## src/rtl/pdac_pkg.sv

```systemverilog
package pdac_pkg;

  function automatic int window_len(input int lg);
    return 1 << lg;
  endfunction

  function automatic int clamp_lg(input int raw, input int max_lg);
    if (raw < 1) return 1;
    if (raw > max_lg) return max_lg;
    return raw;
  endfunction

  function automatic int centre_offset(input int hits, input int lg);
    return hits - (1 << (lg - 1));
  endfunction

  function automatic logic is_pinned(input int hits, input int lg);
    return (hits == 0) || (hits == (1 << lg));
  endfunction

endpackage

```

## src/rtl/pdac_refclk.sv

```systemverilog
module pdac_refclk #(
  parameter int HALF_DIV = 2
) (
  input  logic clk,
  input  logic rst_n,
  output logic ref_clk_o,
  output logic rise_o
);
  localparam int DW = (HALF_DIV > 1) ? $clog2(HALF_DIV) : 1;

  logic [DW-1:0] div_q;
  logic          ref_q;
  logic          ref_prev_q;
  logic          div_wrap;

  assign div_wrap  = (div_q == DW'(HALF_DIV - 1));
  assign ref_clk_o = ref_q;
  // sample point: first system cycle after the reference clock rose
  assign rise_o    = ref_q & ~ref_prev_q;

  always_ff @(posedge clk) begin
    if (!rst_n) begin
      div_q      <= '0;
      ref_q      <= 1'b0;
      ref_prev_q <= 1'b0;
    end else begin
      ref_prev_q <= ref_q;
      if (div_wrap) begin
        div_q <= '0;
        ref_q <= ~ref_q;
      end else begin
        div_q <= div_q + 1'b1;
      end
    end
  end

  // the reference clock only moves when the divider wraps
  assert_ref_toggle_R1: assert property (@(posedge clk) disable iff (!rst_n)
    !div_wrap |=> $stable(ref_q));

  // a sample strobe never lasts longer than one system cycle
  assert_rise_single_R1: assert property (@(posedge clk) disable iff (!rst_n)
    rise_o |=> !rise_o);

endmodule

```

## src/rtl/pdac_window.sv

```systemverilog
module pdac_window
  import pdac_pkg::*;
#(
  parameter int MAX_LOG2 = 6,
  parameter int CFG_W    = 4
) (
  input  logic                              clk,
  input  logic                              rst_n,
  input  logic                              sample_i,
  input  logic [CFG_W-1:0]                  cfg_i,
  output logic [$clog2(MAX_LOG2+1)-1:0]     active_lg_o,
  output logic                              last_o
);
  localparam int LW = $clog2(MAX_LOG2 + 1);
  localparam int CW = MAX_LOG2 + 1;

  logic [LW-1:0] lg_q;
  logic [CW-1:0] idx_q;
  logic [LW-1:0] lg_next;
  logic [CW-1:0] len_m1;

  assign lg_next     = LW'(clamp_lg(int'(cfg_i), MAX_LOG2));
  assign len_m1      = CW'(window_len(int'(lg_q)) - 1);
  assign last_o      = sample_i && (idx_q == len_m1);
  assign active_lg_o = lg_q;

  always_ff @(posedge clk) begin
    if (!rst_n) begin
      lg_q  <= lg_next;
      idx_q <= '0;
    end else if (sample_i) begin
      if (last_o) begin
        idx_q <= '0;
        lg_q  <= lg_next;
      end else begin
        idx_q <= idx_q + 1'b1;
      end
    end
  end

  // the cycle index never passes the end of the active window
  assert_idx_bound_R3: assert property (@(posedge clk) disable iff (!rst_n)
    idx_q <= len_m1);

  // the active exponent only changes at a window boundary
  assert_cfg_hold_R6: assert property (@(posedge clk) disable iff (!rst_n)
    !last_o |=> $stable(lg_q));

endmodule

```

## src/rtl/pdac_accum.sv

```systemverilog
module pdac_accum #(
  parameter int MAX_LOG2 = 6
) (
  input  logic                  clk,
  input  logic                  rst_n,
  input  logic                  sample_i,
  input  logic                  last_i,
  input  logic                  dir_i,
  input  logic                  pulse_i,
  output logic [MAX_LOG2:0]     total_o
);
  localparam int CW = MAX_LOG2 + 1;

  logic [CW-1:0] acc_q;
  logic          hit;

  // a cycle counts only when the pulse is qualified by the direction level
  assign hit     = sample_i & dir_i & pulse_i;
  assign total_o = acc_q + CW'(hit);

  always_ff @(posedge clk) begin
    if (!rst_n) begin
      acc_q <= '0;
    end else if (last_i) begin
      acc_q <= '0;
    end else if (hit) begin
      acc_q <= acc_q + 1'b1;
    end
  end

  // the running count moves only on a reference sample
  assert_acc_quiet_R2: assert property (@(posedge clk) disable iff (!rst_n)
    !sample_i |=> $stable(acc_q));

endmodule

```

## src/rtl/pdm_accel_counter.sv

```systemverilog
module pdm_accel_counter
  import pdac_pkg::*;
#(
  parameter int HALF_DIV = 2,
  parameter int MAX_LOG2 = 6,
  parameter int CFG_W    = 4
) (
  input  logic                     clk,
  input  logic                     rst_n,
  input  logic [CFG_W-1:0]         cfg_gate_lg,
  input  logic                     sens_dir_i,
  input  logic                     sens_pulse_i,
  output logic                     sens_clk_o,
  output logic signed [MAX_LOG2:0] result_o,
  output logic                     saturated_o,
  output logic                     valid_o
);
  localparam int CW = MAX_LOG2 + 1;
  localparam int LW = $clog2(MAX_LOG2 + 1);

  logic          sample_evt;
  logic          window_close;
  logic [LW-1:0] active_lg;
  logic [CW-1:0] window_total;

  logic                 valid_q;
  logic signed [CW-1:0] res_q;
  logic                 sat_q;

  pdac_refclk #(.HALF_DIV(HALF_DIV)) u_refclk (
    .clk       (clk),
    .rst_n     (rst_n),
    .ref_clk_o (sens_clk_o),
    .rise_o    (sample_evt)
  );

  pdac_window #(.MAX_LOG2(MAX_LOG2), .CFG_W(CFG_W)) u_window (
    .clk         (clk),
    .rst_n       (rst_n),
    .sample_i    (sample_evt),
    .cfg_i       (cfg_gate_lg),
    .active_lg_o (active_lg),
    .last_o      (window_close)
  );

  pdac_accum #(.MAX_LOG2(MAX_LOG2)) u_accum (
    .clk      (clk),
    .rst_n    (rst_n),
    .sample_i (sample_evt),
    .last_i   (window_close),
    .dir_i    (sens_dir_i),
    .pulse_i  (sens_pulse_i),
    .total_o  (window_total)
  );

  always_ff @(posedge clk) begin
    if (!rst_n) begin
      valid_q <= 1'b0;
      res_q   <= '0;
      sat_q   <= 1'b0;
    end else begin
      valid_q <= window_close;
      if (window_close) begin
        res_q <= CW'(centre_offset(int'(window_total), int'(active_lg)));
        sat_q <= is_pinned(int'(window_total), int'(active_lg));
      end
    end
  end

  assign valid_o     = valid_q;
  assign result_o    = res_q;
  assign saturated_o = sat_q;

  // the valid strobe lasts one system cycle
  assert_valid_pulse_R7: assert property (@(posedge clk) disable iff (!rst_n)
    valid_q |=> !valid_q);

  // the result only changes together with a strobe
  assert_result_hold_R7: assert property (@(posedge clk) disable iff (!rst_n)
    !valid_q |-> $stable(res_q));

  // a saturated window sits a full half-window from the midpoint
  assert_sat_match_R5: assert property (@(posedge clk) disable iff (!rst_n)
    (valid_q && sat_q) |->
      ((int'(res_q) == window_len(int'($past(active_lg))) / 2) ||
       (int'(res_q) == -(window_len(int'($past(active_lg))) / 2))));

  // reset clears the presented outputs
  assert_reset_clear_R8: assert property (@(posedge clk)
    !rst_n |=> (!valid_q && res_q == '0 && !sat_q));

endmodule

```

## config.mk

```make
export PLATFORM = sky130hd
export DESIGN_NAME = pdm_accel_counter
export DESIGN_NICKNAME = d
export VERILOG_FILES = /design/src/rtl/pdac_pkg.sv /design/src/rtl/pdac_refclk.sv /design/src/rtl/pdac_window.sv /design/src/rtl/pdac_accum.sv /design/src/rtl/pdm_accel_counter.sv
export SDC_FILE = /design/constraint.sdc
export NUM_CORES = 1
export LEC_CHECK = 0
export BUFFER_PORTS_ARGS = -buffer_cell sky130_fd_sc_hd__clkbuf_2
export CAP_MARGIN = 10
export CORE_UTILIZATION = 55
export CTS_CLUSTER_DIAMETER = 100
export DETAILED_ROUTE_END_ITERATION = 6
export PLACE_DENSITY = 0.76
export SYNTH_ARGS = -nofsm -noshare
export SYNTH_HDL_FRONTEND = slang
export SYNTH_HIERARCHICAL = 1
export SYNTH_SLANG_ARGS = --single-unit
```

## constraint.sdc

```tcl
create_clock -name clk -period 3.5 [get_ports clk]
set_input_delay 0.525 -clock clk [delete_from_list [all_inputs] [get_ports clk]]
set_output_delay 0.525 -clock clk [all_outputs]
set_load 0.01 [all_outputs]
```

Word-level counts from Yosys, hierarchy flattened
Index checks and enable logic that the tools add are counted.
W data, S select, Z words.
{"block": "word_totals", "latch_bits": 0, "elab_cells": 47, "mem_bits_rw": 0, "inputBits": 8, "mem_count": 0, "romBits": 0, "regBits": 29, "output_inout_bits": 10}
{"block": "op_classes", "reduce_logical": 6, "shift": 2, "n_addsub": 7, "eq_ne": 4, "bitwise": 6, "div": 0, "n_mul": 0, "n_mux": 11, "magnitude_cmp": 2}
{"op": "$eq A8 B32 Y1", "n": 1}
{"op": "$shl A1 B3 Y32 const A", "n": 1}
{"op": "$shl A1 B32 Y7 const A", "n": 1}
{"op": "$mux W3", "n": 6}
{"op": "$add A7 B1 Y7 const B", "n": 2}
{"op": "$add A7 B1 Y7", "n": 1}
{"op": "$eq A7 B7 Y1", "n": 1}
{"op": "$logic_not A7 Y1", "n": 1}
{"op": "$mux W7", "n": 1}
{"op": "$sub A7 B2 Y7 const B", "n": 1}
{"op": "$sub A7 B7 Y7", "n": 1}
{"op": "$gt A4 B3 Y1 const B", "n": 1}
{"op": "$lt A4 B1 Y1 const B", "n": 1}
{"op": "$mux W1", "n": 4}
{"op": "$ne A2 B1 Y1 const B", "n": 2}
{"op": "$reduce_or A2 Y1", "n": 2}
{"op": "$sub A3 B1 Y4 const B", "n": 1}
{"op": "$and A1 B1 Y1", "n": 3}
{"op": "$not A1 Y1", "n": 3}
{"op": "$reduce_and A2 Y1", "n": 1}
{"op": "$add A1 B1 Y1 const B", "n": 1}
{"op": "$logic_and A1 B1 Y1", "n": 1}
{"op": "$logic_or A1 B1 Y1", "n": 1}

Depth between registers and ports, before layout
{"block": "depth", "depth_word": 8, "depth_mapped": 13, "ltp_nobuf": 13}

Hierarchy
Netlist, hierarchy kept.
{"module": "pdm_accel_counter", "cells_per_inst": 107, "n_inst": 1, "area_each_um2": 893.4, "seq_area_each_um2": 180.2}
{"module": "pdac_window", "cells_per_inst": 69, "n_inst": 1, "area_each_um2": 665.6, "seq_area_each_um2": 230.2}
{"module": "pdac_accum", "cells_per_inst": 47, "n_inst": 1, "area_each_um2": 406.6, "seq_area_each_um2": 140.1}
{"module": "pdac_refclk", "cells_per_inst": 8, "n_inst": 1, "area_each_um2": 93.8, "seq_area_each_um2": 60.1}

Worst setup path before layout
OpenSTA, ideal clock, no wires.
{"block": "synth_timing", "path_type": "flip-flop to flip-flop", "startpoint": "reg u_refclk.ref_q, in the netlist u_refclk/ref_clk_o", "endpoint": "reg res_q[6], in the netlist result_o[6]", "path_buffers": 0, "path_slack_ns": 0.361, "path_stages_with_launch": 14, "required_ns": 3.378, "arrival_ns": 3.017, "path_cell_list": "dfxtp_1 > nor2b_1 > nand3_2 > inv_1 > ha_1 > ha_1 > nand3_1 > xnor2_1 > ha_1 > o21ai_1 > o21bai_1 > a21oi_4 > mux2i_1 > a311o_1"}
{"block": "synth_between", "elab_chain_cells": 5, "elab_cells_between_ends": 6, "cone_classes": "2 x add/sub; 3 x bitwise; 1 x reduce/logical"}
{"element": "start, declared", "line_no": "pdac_refclk.sv:12", "rtl": "logic ref_q;"}
{"element": "start signal, assigned", "line_no": "pdac_refclk.sv:30", "rtl": "ref_q <= ~ref_q;"}
{"element": "$and A1 B1 Y1", "line_no": "pdac_refclk.sv:19", "rtl": "assign rise_o = ref_q & ~ref_prev_q;"}
{"element": "via sample_evt", "line_no": "pdm_accel_counter.sv:21", "rtl": "logic sample_evt;"}
{"element": "$and A1 B1 Y1 (2 in a row)", "line_no": "pdac_accum.sv:18", "rtl": "assign hit = sample_i & dir_i & pulse_i;"}
{"element": "$add A7 B1 Y7", "line_no": "pdac_accum.sv:19", "rtl": "assign total_o = acc_q + CW'(hit);"}
{"element": "via window_total[4]", "line_no": "pdm_accel_counter.sv:24", "rtl": "logic [CW-1:0] window_total;"}
{"element": "$sub A7 B7 Y7", "line_no": "pdac_pkg.sv:14", "rtl": "return hits - (1 << (lg - 1));"}
{"element": "end signal, assigned", "line_no": "pdm_accel_counter.sv:64", "rtl": "res_q <= CW'(centre_offset(int'(window_total), int'(active_lg)));"}
{"element": "end, declared", "line_no": "pdm_accel_counter.sv:27", "rtl": "logic signed [CW-1:0] res_q;"}
The timed path passes the listed nets, and every way through them passes these cells.
A chain may end at the register's enable or synchronous reset.

Worst setup path after layout
Same ends and word-level chain as after synthesis.

==> run summary <==
The flip-flop cell with the highest count after synthesis is sky130_fd_sc_hd__dfxtp_1. The post-cts gate resize count is 0. The number of setup buffers added after CTS came out at 0. The largest total area in the synthesized netlist belongs to sky130_fd_sc_hd__dfxtp_1. The worst clock skew is ~0.0054 ns. The clock sink count is 29. The critical path is of the flop to flop type. For this run, the register share of the synthesized area comes to between 20 and 30%. Detailed placement ended at an HPWL of ~3100 um. The summed instance area of the synthesized netlist came out at just over 2000 um2. The achievable frequency is between 0.3 and 0.4 GHz. The required time of the critical path came out at around 3.7 ns. The final number of hold-violating endpoints came out at 0. The number of instances in the synthesized netlist is 231. The die footprint came out at ~4000 um2.

For this run, design rule violations remaining after detail routing come to 0. The number of antenna violations at the first check in global routing is 0. When the netlist entered floorplanning its net count stood at 255. The horizontal die dimension came out at about 63 um. The number of global-route vias before repair is 1633.

The total negative setup slack is 0 ns. By area the synthesized netlist is led by sky130_fd_sc_hd__dfxtp_1 25%, sky130_fd_sc_hd__ha_1 9.1%, sky130_fd_sc_hd__xor2_1 5.1%. The number of hold-repair buffers added at the cts stage is 0. The count of nets left with antenna violations once routing finished came out at 0. The flow ran to the end, and the final reports show no timing, DRC or antenna violations. The top cell types in the final layout, fill and taps aside, are 26 x sky130_fd_sc_hd__dfxtp_1, 17 x sky130_fd_sc_hd__nor2_1, 17 x sky130_fd_sc_hd__clkbuf_2.

The mean number of vias per cell came out at between 5 and 6. In this run the biggest area consumer among cell types represents about a quarter of the synthesized area. The share of cells above drive strength 1 is around a fifth. After clock tree synthesis, the clock-pin slew on the worst setup and hold paths is 0.06 ns.

The number of detailed-routing iterations run before antenna repair came out at 4. The count of flip-flops with a built-in enable after synthesis came out at 3. The core region is 3470 um2. The leakage power summed over all cells came out at about 0.94 nW. From synthesis to final layout, the design area changed by 11.1%. The number of synthesized register bits came out at 29. Setup repair after global routing left no endpoint under its margin.

Of all nets on the critical path, the largest fanout is 6. The insertion delay to the later sink of the worst-skew pair came out at approximately 0.27 ns. The final worst slack is 0.498 ns. The height of the die is about 63 um. The clock root buffer master is sky130_fd_sc_hd__clkbuf_8.

The synthesized area per cell is between 8 and 9 um2. The tool flagged a number of max-cap violations equal to 0. The library cell used most frequently in the layout, excluding fill and tap cells, is sky130_fd_sc_hd__dfxtp_1. Clock tree synthesis inserted a total of 5 buffers. The first global-routing pass estimated 7400 um of wire.

Power comes to between 700 and 800 uW. Dividing the detail-routed wire length by the instance count gives roughly 14 um. The number of max-slew violations in the final report is 0. STA classifies the critical path endpoint as a flop. For this block, the initial DRC count from the detailed router was between 90 and 100. The final critical delay including setup and external delays came out at ~3.0 ns. The path class of the tightest hold or removal check is flop to flop. The congestion estimate from routability-driven global placement came to roughly 0.83.

The actual transition at the worst max-transition pin is ~0.53 ns. The peak ir drop on the vdd network came out at between 0.2 and 0.25 mV. The worst slack at placement is roughly 0.52 ns.

The total setup violations reported at the end of the flow is 0. In this run the count of I/O pins placed on the die edge is 18. Global routing consumed, over all layers together, 23.7% of the routing resources. The worst-case clock buffer depth is 2. The number of placement rows came out at 21. The fill cell instance count of the final layout came out at approximately 320.

The count of vias placed by the detailed router came out at approximately 1700. For this run the aggregate overflow at the end of global routing stands at 0. STA classifies the critical path startpoint as a flop. The maximum number of pins on one net before global-route repair is 15. In this run the tool buffered the top-level ports with 17 buffer cells. The total detailed-routing wirelength came out at a little over 4000 um.

The number of antenna diodes in the final layout is 0. The final critical-path share of the clock period is a little under nine tenths. The starting density of the core came out at 59.4%.

Data on the critical path arrives at its endpoint at 3.16 ns. The count of yosys warnings during synthesis is 6. In this run the power density over the cells is roughly 320 nW/um2. The H-tree depth is 2. Measured against its own limit, the worst slew margin works out to between 60% and 70%. The distinct cell type count after synthesis came out at 59. The final layout net count came out at roughly 280. The TritonCTS clock tree is done. The proportion of register bits with asynchronous set or reset after synthesis is 0%.
## area by class of cell
cell class              instances  area, um2  share of cell area, %
well taps                      46       57.6                   2.52
flip-flops and latches         29        611                   26.7
repair buffers                 24        138                   6.02
inverters                      12       45.0                   1.97
multi-input cells             183       1360                   59.3
clock buffers                   8       80.1                   3.50
## power by group
part           leakage [nW]  internal, mW  switching [mW]  total, mW
sequential            0.238         0.345         0.00966      0.354
combinational         0.658        0.0590          0.0702      0.129
clock                0.0395         0.141           0.115      0.256
total                 0.936         0.544           0.195      0.740
## per-layer routing
| layer | global-route usage, % | share of wire, % | routed length (um) | up-vias |
|---|---|---|---|---|
| met3 | 5.98 | 4.3 | 177 | 4 |
| met4 | 8.52 | 0.92 | 38 | 0 |
| met1 | 29.7 | 48 | 1970 | 823 |
| met2 | 39.1 | 47 | 1950 | 35 |
| li1 | - | - | - | 884 |
| met5 | 0 | 0 | 0 | - |
## critical path: stages (launching register included)
cell	delay, ns
sky130_fd_sc_hd__dfxtp_1	0.39
sky130_fd_sc_hd__nor2b_1	0.21
sky130_fd_sc_hd__nand3_2	0.16
sky130_fd_sc_hd__inv_1	0.12
sky130_fd_sc_hd__ha_1	0.17
sky130_fd_sc_hd__ha_1	0.20
sky130_fd_sc_hd__xor2_1	0.35
sky130_fd_sc_hd__ha_1	0.34
sky130_fd_sc_hd__a211oi_1	0.24
sky130_fd_sc_hd__o21bai_1	0.14
sky130_fd_sc_hd__a21oi_4	0.17
sky130_fd_sc_hd__mux2i_1	0.08
sky130_fd_sc_hd__a311o_1	0.31
## stage by stage
stage | cells | utilization [%] | hold WS, ns | instance area, um2
after floorplan | 231 | - | 0.411 | 2060
after global placement | 294 | 63.6 | 0.423 | 2210
after detailed placement | 294 | 63.6 | 0.432 | 2210
after CTS | 302 | 65.9 | 0.441 | 2290
after global routing | 302 | 65.9 | 0.459 | 2290
final | 302 | 65.9 | 0.440 | 2290
## flip-flops by register name, summed over array words and instances (netlist names)
| register | flops |
|---|---|
| u_accum/acc_q | 7 |
| u_refclk/ref_clk_o | 1 |
| result_o | 7 |
| u_refclk/ref_prev_q | 1 |
| u_refclk/div_q | 1 |
| u_window/active_lg_o | 3 |
| u_window/idx_q | 7 |
| saturated_o | 1 |
| valid_o | 1 |
## path summary, 6_finish.rpt
check	from	end	slack (ns)	cells past startpoint
max reg2reg	u_refclk/ref_clk_o	result_o[6]	0.50	12
max	u_refclk/ref_clk_o	result_o[6]	0.50	12
min	u_refclk/div_q	u_refclk/div_q	0.44	1
min reg2reg	u_refclk/div_q	u_refclk/div_q	0.44	1
## Yosys cell counts (all sizes together), types with 4 or more instances
cell / instances
inv: 12
a211oi: 9
nor2b: 5
nand3: 8
o21ai: 11
ha: 15
xnor2: 11
nand2b: 6
nand3b: 5
a21oi: 11
mux2i: 6
xor2: 12
nor3: 4
dfxtp: 26
nor2: 17
or3: 7
nand4: 5
or2: 4
buf: 5
nand2: 11
## cells by family after synthesis
family	count (synthesis)	share of synthesized area [%]
simple gates	88	24.5
compound gates	50	18.6
flops	29	29.6
xor+xnor	23	9.78
buf+inv	19	4.49
fa+ha+maj	16	10.1
mux	6	2.92
Power figures use the tool's default switching activity.
